<file path="src/rtl/qr_timing_pkg.sv">
// Shared types and constants for the quasi-resonant gate timer.
package qr_timing_pkg;
    typedef enum logic {PH_OFF = 1'b0, PH_ON = 1'b1} phase_t;
    localparam int ZC_W  = 3;
    localparam int LVL_W = 3;
    localparam logic [ZC_W-1:0]  ZC_TOP = 3'd7;
    localparam logic [LVL_W-1:0] SS_TOP = 3'd4;
endpackage

</file>
<file path="src/rtl/qr_zc_counter.sv">
// Synchronizes the zero-crossing comparator and counts its falling edges
// while the gate is low. The count saturates at 7 and clears while the gate is high.
// Assumes: zc_raw is asynchronous and gate_on is a registered signal.
module qr_zc_counter
    import qr_timing_pkg::*;
(
    input  logic            clk,
    input  logic            rst_n,
    input  logic            zc_raw,
    input  logic            gate_on,
    output logic [ZC_W-1:0] zc_count
);
    logic [1:0] sync_q;
    logic       prev_q;
    logic       fall;

    // Two-flop synchronizer plus a delayed copy for edge detection.
    always_ff @(posedge clk) begin
        if (!rst_n) begin
            sync_q <= 2'b00;
            prev_q <= 1'b0;
        end else begin
            sync_q <= {sync_q[0], zc_raw};
            prev_q <= sync_q[1];
        end
    end

    assign fall = prev_q & ~sync_q[1];

    // Crossing counter: cleared during on-time, saturating increment during off-time.
    always_ff @(posedge clk) begin
        if (!rst_n || gate_on)
            zc_count <= '0;
        else if (fall && zc_count != ZC_TOP)
            zc_count <= zc_count + 3'd1;
    end

    a_r6_clear_on: assert property (@(posedge clk) disable iff (!rst_n)
        gate_on |=> zc_count == '0);
    a_r4_single_step: assert property (@(posedge clk) disable iff (!rst_n)
        !gate_on |=> (zc_count == $past(zc_count) || zc_count == $past(zc_count) + 3'd1));
endmodule

</file>
<file path="src/rtl/qr_soft_start.sv">
// Steps the soft-start current-limit level from 0 to 4 once every STEP_CYCLES cycles.
// Assumes: STEP_CYCLES >= 2.
module qr_soft_start
    import qr_timing_pkg::*;
#(
    parameter int STEP_CYCLES = 100
) (
    input  logic             clk,
    input  logic             rst_n,
    output logic [LVL_W-1:0] level
);
    localparam int CW = $clog2(STEP_CYCLES);
    localparam logic [CW-1:0] LAST = CW'(STEP_CYCLES - 1);
    localparam logic [CW-1:0] ONE  = CW'(1);

    logic [CW-1:0] tick_q;

    // Interval counter and level register; both stop once the top level is reached.
    always_ff @(posedge clk) begin
        if (!rst_n) begin
            tick_q <= '0;
            level  <= '0;
        end else if (level != SS_TOP) begin
            if (tick_q == LAST) begin
                tick_q <= '0;
                level  <= level + 3'd1;
            end else begin
                tick_q <= tick_q + ONE;
            end
        end
    end

    a_r2_ceiling: assert property (@(posedge clk) disable iff (!rst_n)
        level <= SS_TOP);
    a_r2_monotonic: assert property (@(posedge clk) disable iff (!rst_n)
        ##1 (level == $past(level) || level == $past(level) + 3'd1));
endmodule

</file>
<file path="src/rtl/qr_gate_fsm.sv">
// Two-phase gate sequencer.
// Off phase: the ring flag is latched at turn-off. Turn-on happens when the blanking
// window has passed and the crossing count is at least the valley number, or when the
// maximum off time is reached.
// On phase: turn-off happens on the current comparator after leading-edge blanking,
// or at the maximum on time.
// Assumes: RS_SHORT, RS_LONG <= OFF_MAX; LEB <= ON_MAX; cs_trip and ring_high are synchronous.
module qr_gate_fsm
    import qr_timing_pkg::*;
#(
    parameter int RS_LONG  = 20,
    parameter int RS_SHORT = 8,
    parameter int OFF_MAX  = 200,
    parameter int LEB      = 6,
    parameter int ON_MAX   = 50
) (
    input  logic            clk,
    input  logic            rst_n,
    input  logic            ring_high,
    input  logic            cs_trip,
    input  logic [ZC_W-1:0] zc_count,
    input  logic [ZC_W-1:0] valley,
    output logic            gate
);
    localparam int OW = $clog2(OFF_MAX);
    localparam int NW = $clog2(ON_MAX);
    localparam logic [OW-1:0] OFF_LAST = OW'(OFF_MAX - 1);
    localparam logic [OW-1:0] RSL_LAST = OW'(RS_LONG - 1);
    localparam logic [OW-1:0] RSS_LAST = OW'(RS_SHORT - 1);
    localparam logic [OW-1:0] OFF_ONE  = OW'(1);
    localparam logic [NW-1:0] ON_LAST  = NW'(ON_MAX - 1);
    localparam logic [NW-1:0] LEB_LAST = NW'(LEB - 1);
    localparam logic [NW-1:0] ON_ONE   = NW'(1);

    phase_t        phase_q;
    logic [OW-1:0] off_cnt;
    logic [NW-1:0] on_cnt;
    logic          short_q;
    logic          rs_done, go_on, go_off;

    // Turn-on and turn-off decisions from the counters and the comparator inputs.
    always_comb begin
        rs_done = short_q ? (off_cnt >= RSS_LAST) : (off_cnt >= RSL_LAST);
        go_on   = (phase_q == PH_OFF) &&
                  ((rs_done && zc_count >= valley) || off_cnt >= OFF_LAST);
        go_off  = (phase_q == PH_ON) &&
                  ((on_cnt >= LEB_LAST && cs_trip) || on_cnt >= ON_LAST);
    end

    // Phase register, per-phase cycle counters and the ring flag latched at turn-off.
    always_ff @(posedge clk) begin
        if (!rst_n) begin
            phase_q <= PH_OFF;
            off_cnt <= '0;
            on_cnt  <= '0;
            short_q <= 1'b0;
        end else if (go_on) begin
            phase_q <= PH_ON;
            on_cnt  <= '0;
        end else if (go_off) begin
            phase_q <= PH_OFF;
            off_cnt <= '0;
            short_q <= ring_high;
        end else if (phase_q == PH_OFF) begin
            if (off_cnt != OFF_LAST) off_cnt <= off_cnt + OFF_ONE;
        end else begin
            if (on_cnt != ON_LAST) on_cnt <= on_cnt + ON_ONE;
        end
    end

    assign gate = (phase_q == PH_ON);

    a_r3_min_window: assert property (@(posedge clk) disable iff (!rst_n)
        (!gate && off_cnt < RSS_LAST) |=> !gate);
    a_r5_forced_on: assert property (@(posedge clk) disable iff (!rst_n)
        (!gate && off_cnt == OFF_LAST) |=> gate);
    a_r7_blanking: assert property (@(posedge clk) disable iff (!rst_n)
        (gate && on_cnt < LEB_LAST) |=> gate);
    a_r9_max_on: assert property (@(posedge clk) disable iff (!rst_n)
        (gate && on_cnt == ON_LAST) |=> !gate);
endmodule

</file>
<file path="src/rtl/qr_gate_timer.sv">
// Top level of the quasi-resonant gate timer. It combines the crossing counter,
// the gate sequencer and the soft-start sequencer.
// Assumes: all inputs except zc_cmp are synchronous to clk. R1: the gate is held low in reset.
module qr_gate_timer
    import qr_timing_pkg::*;
#(
    parameter int RS_LONG  = 20,
    parameter int RS_SHORT = 8,
    parameter int OFF_MAX  = 200,
    parameter int LEB      = 6,
    parameter int ON_MAX   = 50,
    parameter int SS_STEP  = 100
) (
    input  logic       clk,
    input  logic       rst_n,
    input  logic       zc_cmp,
    input  logic       ring_above,
    input  logic       cs_cmp,
    input  logic [2:0] valley_sel,
    output logic       gate_drv,
    output logic [2:0] ss_code
);
    logic [ZC_W-1:0] zc_count;

    qr_zc_counter u_zc (
        .clk      (clk),
        .rst_n    (rst_n),
        .zc_raw   (zc_cmp),
        .gate_on  (gate_drv),
        .zc_count (zc_count)
    );

    qr_gate_fsm #(
        .RS_LONG (RS_LONG), .RS_SHORT (RS_SHORT), .OFF_MAX (OFF_MAX),
        .LEB (LEB), .ON_MAX (ON_MAX)
    ) u_fsm (
        .clk       (clk),
        .rst_n     (rst_n),
        .ring_high (ring_above),
        .cs_trip   (cs_cmp),
        .zc_count  (zc_count),
        .valley    (valley_sel),
        .gate      (gate_drv)
    );

    qr_soft_start #(.STEP_CYCLES (SS_STEP)) u_ss (
        .clk   (clk),
        .rst_n (rst_n),
        .level (ss_code)
    );

    a_r1_reset_low: assert property (@(posedge clk)
        !rst_n |=> (!gate_drv && ss_code == 3'd0));
endmodule

</file>
<file path="config.mk">
export PLATFORM = sky130hd
export DESIGN_NAME = qr_gate_timer
export DESIGN_NICKNAME = d
export VERILOG_FILES = /design/src/rtl/qr_timing_pkg.sv /design/src/rtl/qr_zc_counter.sv /design/src/rtl/qr_soft_start.sv /design/src/rtl/qr_gate_fsm.sv /design/src/rtl/qr_gate_timer.sv
export SDC_FILE = /design/constraint.sdc
export NUM_CORES = 1
export LEC_CHECK = 0
export CORE_ASPECT_RATIO = 1.4
export CORE_MARGIN = 2
export CORE_UTILIZATION = 60
export DETAILED_ROUTE_END_ITERATION = 16
export DONT_BUFFER_PORTS = 1
export PLACE_DENSITY = 0.81
export SYNTH_ARGS = -nofsm -noshare
export SYNTH_HDL_FRONTEND = slang
export SYNTH_SLANG_ARGS = --single-unit
</file>
<file path="constraint.sdc">
create_clock -name clk -period 3.2 [get_ports clk]
set_clock_uncertainty 0.05 [all_clocks]
set_input_delay 0.16 -clock clk [delete_from_list [all_inputs] [get_ports clk]]
set_output_delay 0.16 -clock clk [all_outputs]
set_load 0.05 [all_outputs]
</file>
==> flow_summary.yaml <==
placement:
  hpwl_um: 2460
  numPortBuffers: 0
  place.gp.congestion: 0.913
  placed_area_sq_um: 1720
floorplan:
  io_pins: 12
  die_h_um: 66.7
  dieArea_sq_um: 3250
  initial_core_util: 0.637
  coreArea_sq_um: 2640
  rows: 22
  fp.dieW_um: 48.8
synth:
  yosysWarningCount: 0
  yosysMostFrequentCell: "dfxtp_1"
  avgSynthCellArea_sq_um: 9.15
  synth_edf_count: 0
  synth_area_sq_um: 1680
  synth_cells: 184
  seq_area_frac_synth: 0.381
  synthTopCellsByArea: "dfxtp_1 38%, ha_1 9.7%, xnor2_1 5.2%, mux2i_1 4.2%, nor2_1 3.1%"
  synth.top_cell.area_share: 0.381
  yosysUniqueCellTypes: 40
  yosys-top-cells-count: "32 x dfxtp_1, 14 x nor2_1, 13 x ha_1, 13 x inv_1, 10 x xnor2_1"
  async_flop_share: 0
  synth_nets: 205
  synth_ff_type: "dfxtp_1"
  ys_ff_latch: 32
  synth_top_cell_by_area: "dfxtp_1"
power:
  p_per_area_nw_per_um2: 385
  p_leak_nw: 0.740
  vdd_ir_drop_max_v: 0.000251
  power_mw: 0.697
sta:
  period_share: 0.717
  achievable-frequency_ghz: 0.436
  max-slew-margin-rel: 0.440
  worst_pin_slew_ns: 0.840
  grt_setup_unrepaired: "no"
  setup_tns_ns: 0
  finalHoldViolCount: 0
  fin_crit_ns: 2.29
  slew_viol_final: 0
  setup_viol: 0
global_routing:
  grt_use_total: 0.240
  grt_pass1_vias: 1441
  grt_pass1_wl_um: 6020
  busiest_layer: "met2"
  use_met2: 0.449
  grt_antenna_before_repair: 0
  grt_max_degree: 16
  grtUsageMet3: 0.0762
  grt_util_met1: 0.239
  grt.overflow.total: 0
worst_setup_path:
  cp-end-kind: "register"
  start_kind: "register"
  crit_slowest_cell: "a2111o_1"
  crit_family: "compound AO/OA/AOI/OAI gates"
  path_class: "reg2reg"
  worstPathCellList: "inv_1 > ha_1 > nand2b_1 > a2111o_1 > a21oi_1 > o21ai_1 > o31ai_1"
  crit_fanout: 6
  critPathBufInv: 1
  crit_path_max_incr_delay_ns: 0.53
  cp.required_ns: 3.40
  worstPathArrival_ns: 2.49
final_layout:
  drive_above_1_share: 0.0833
  multi_input_area_sq_um: 978
  diodes: 0
  fin_nets: 212
  final_area_sq_um: 1810
  ff_latch_area_sq_um: 641
  fillers: 238
  fin_util: 0.686
  areaGrowthSynthToFinish_pct: 7.66
clock_tree:
  htree_levels: 2
  root_buffer: "clkbuf_4"
  cts_resized: 0
  cts_made_buffers: 5
  path_clk_slew_ns: 0.10
  cts.sinks: 32
  cts_tree: "done"
  clk_latency_ns: 0.33
  clockBufferDepth: 2
detailed_routing:
  vias: 1382
  via_per_inst: 6.06
  drc_errors: 0
  drt_wl_total_um: 3410
  ant_nets: 0
  drt_iter0_drc: 43
  drt-pass1-iter-count: 4
  wl_per_cell_um: 15.0
worst_hold_path:
  hp-class: "in2reg"
flow_run:
  maxCapViolations: 0
run_status:
  status: "finished clean"
## where the power goes
group	internal, mW	leakage, nW	total [mW]	switching [mW]
sequential	0.407	0.260	0.416	0.00904
combinational	0.0180	0.442	0.0387	0.0207
clock	0.104	0.0380	0.243	0.138
## cell families (layout without fill, tap and decap cells)
family | after synthesis | after routing | share of synthesized area
mux | 7 | 7 | 0.0416
buf+inv | 17 | 25 | 0.0379
simple gates | 65 | 65 | 0.206
compound gates | 38 | 38 | 0.175
fa+ha+maj | 13 | 13 | 0.0967
xor+xnor | 12 | 12 | 0.0625
flops | 32 | 32 | 0.381
## layer usage
layer / wire length (um) / up-vias / part of all wire
li1: - / 685 / -
met4: 46 / 0 / 0.013
met1: 1460 / 651 / 0.43
met5: 0 / - / 0
met3: 177 / 9 / 0.052
met2: 1730 / 37 / 0.51
## path summary, 6_finish.rpt
kind / startpoint / end / slack [ns] / depth (start not counted)
worst max-delay path: u_fsm.on_cnt[1]$_SDFFE_PP0P_ / u_fsm.off_cnt[6]$_SDFFE_PN0P_ / 0.91 / 7
worst min-delay path: rst_n / u_fsm.off_cnt[7]$_SDFFE_PN0P_ / 0.02 / 3
worst max register to register: u_fsm.on_cnt[1]$_SDFFE_PP0P_ / u_fsm.off_cnt[6]$_SDFFE_PN0P_ / 0.91 / 7
worst min register to register: u_zc.sync_q[0]$_SDFF_PN0_ / u_zc.sync_q[1]$_SDFF_PN0_ / 0.39 / 1
## cells in the final DEF (no fill, tap or decap), drive strengths merged, types with 3 or more instances in the layout
| cell type | count |
|---|---|
| dfxtp | 32 |
| clkbuf | 6 |
| nor2 | 14 |
| o31ai | 3 |
| ha | 13 |
| nor3 | 8 |
| dlygate4sd3 | 3 |
| a2111oi | 3 |
| nor4 | 3 |
| o21ai | 7 |
| nand2 | 6 |
| a21oi | 8 |
| and3 | 3 |
| o211ai | 3 |
| mux2i | 7 |
| nand3 | 9 |
| inv | 13 |
| nand2b | 3 |
| xnor2 | 10 |
| nand4 | 6 |
| and2 | 4 |
## state kept, by name, summed over array words and instances, names as in the netlist
name	flops
u_ss.level	3
u_zc.prev_q	1
u_fsm.gate	1
u_ss.tick_q	7
u_fsm.off_cnt	8
u_zc.sync_q	2
u_fsm.short_q	1
u_zc.zc_count	3
u_fsm.on_cnt	6
## area by class of cell
class	count	share of cell area
Clock buffer	6	0.0283
Clock inverter	2	0.00552
Inverter	13	0.0269
Multi-Input combinational cell	135	0.540
Sequential cell	32	0.354
Tap cell	36	0.0249
Timing Repair Buffer	4	0.0207
## metrics by stage
| stage | hold slack [ns] | setup slack [ns] | instances |
|---|---|---|---|
| detailed placement | 0.238 | 0.957 | 217 |
| global placement | 0.234 | 1.03 | 217 |
| CTS | 0.0132 | 0.913 | 228 |
| floorplan | 0.237 | 1.11 | 184 |
| global route | 0.0485 | 0.743 | 228 |
| finish | 0.0202 | 0.906 | 228 |
## worst register-to-register path, stage by stage (launching register included)
cell and delay [ns]:
dfxtp_1 0.38, inv_1 0.08, ha_1 0.17, nand2b_1 0.15, a2111o_1 0.53, a21oi_1 0.36, o21ai_1 0.21, o31ai_1 0.28
## repair_timing
| action | 4_1_cts | 5_1_grt |
|---|---|---|
| hold endpoints to repair | 11 | 0 |
| setup buffers | 0 | 0 |
| hold buffers | 3 | 0 |
Power figures use the tool's default switching activity.
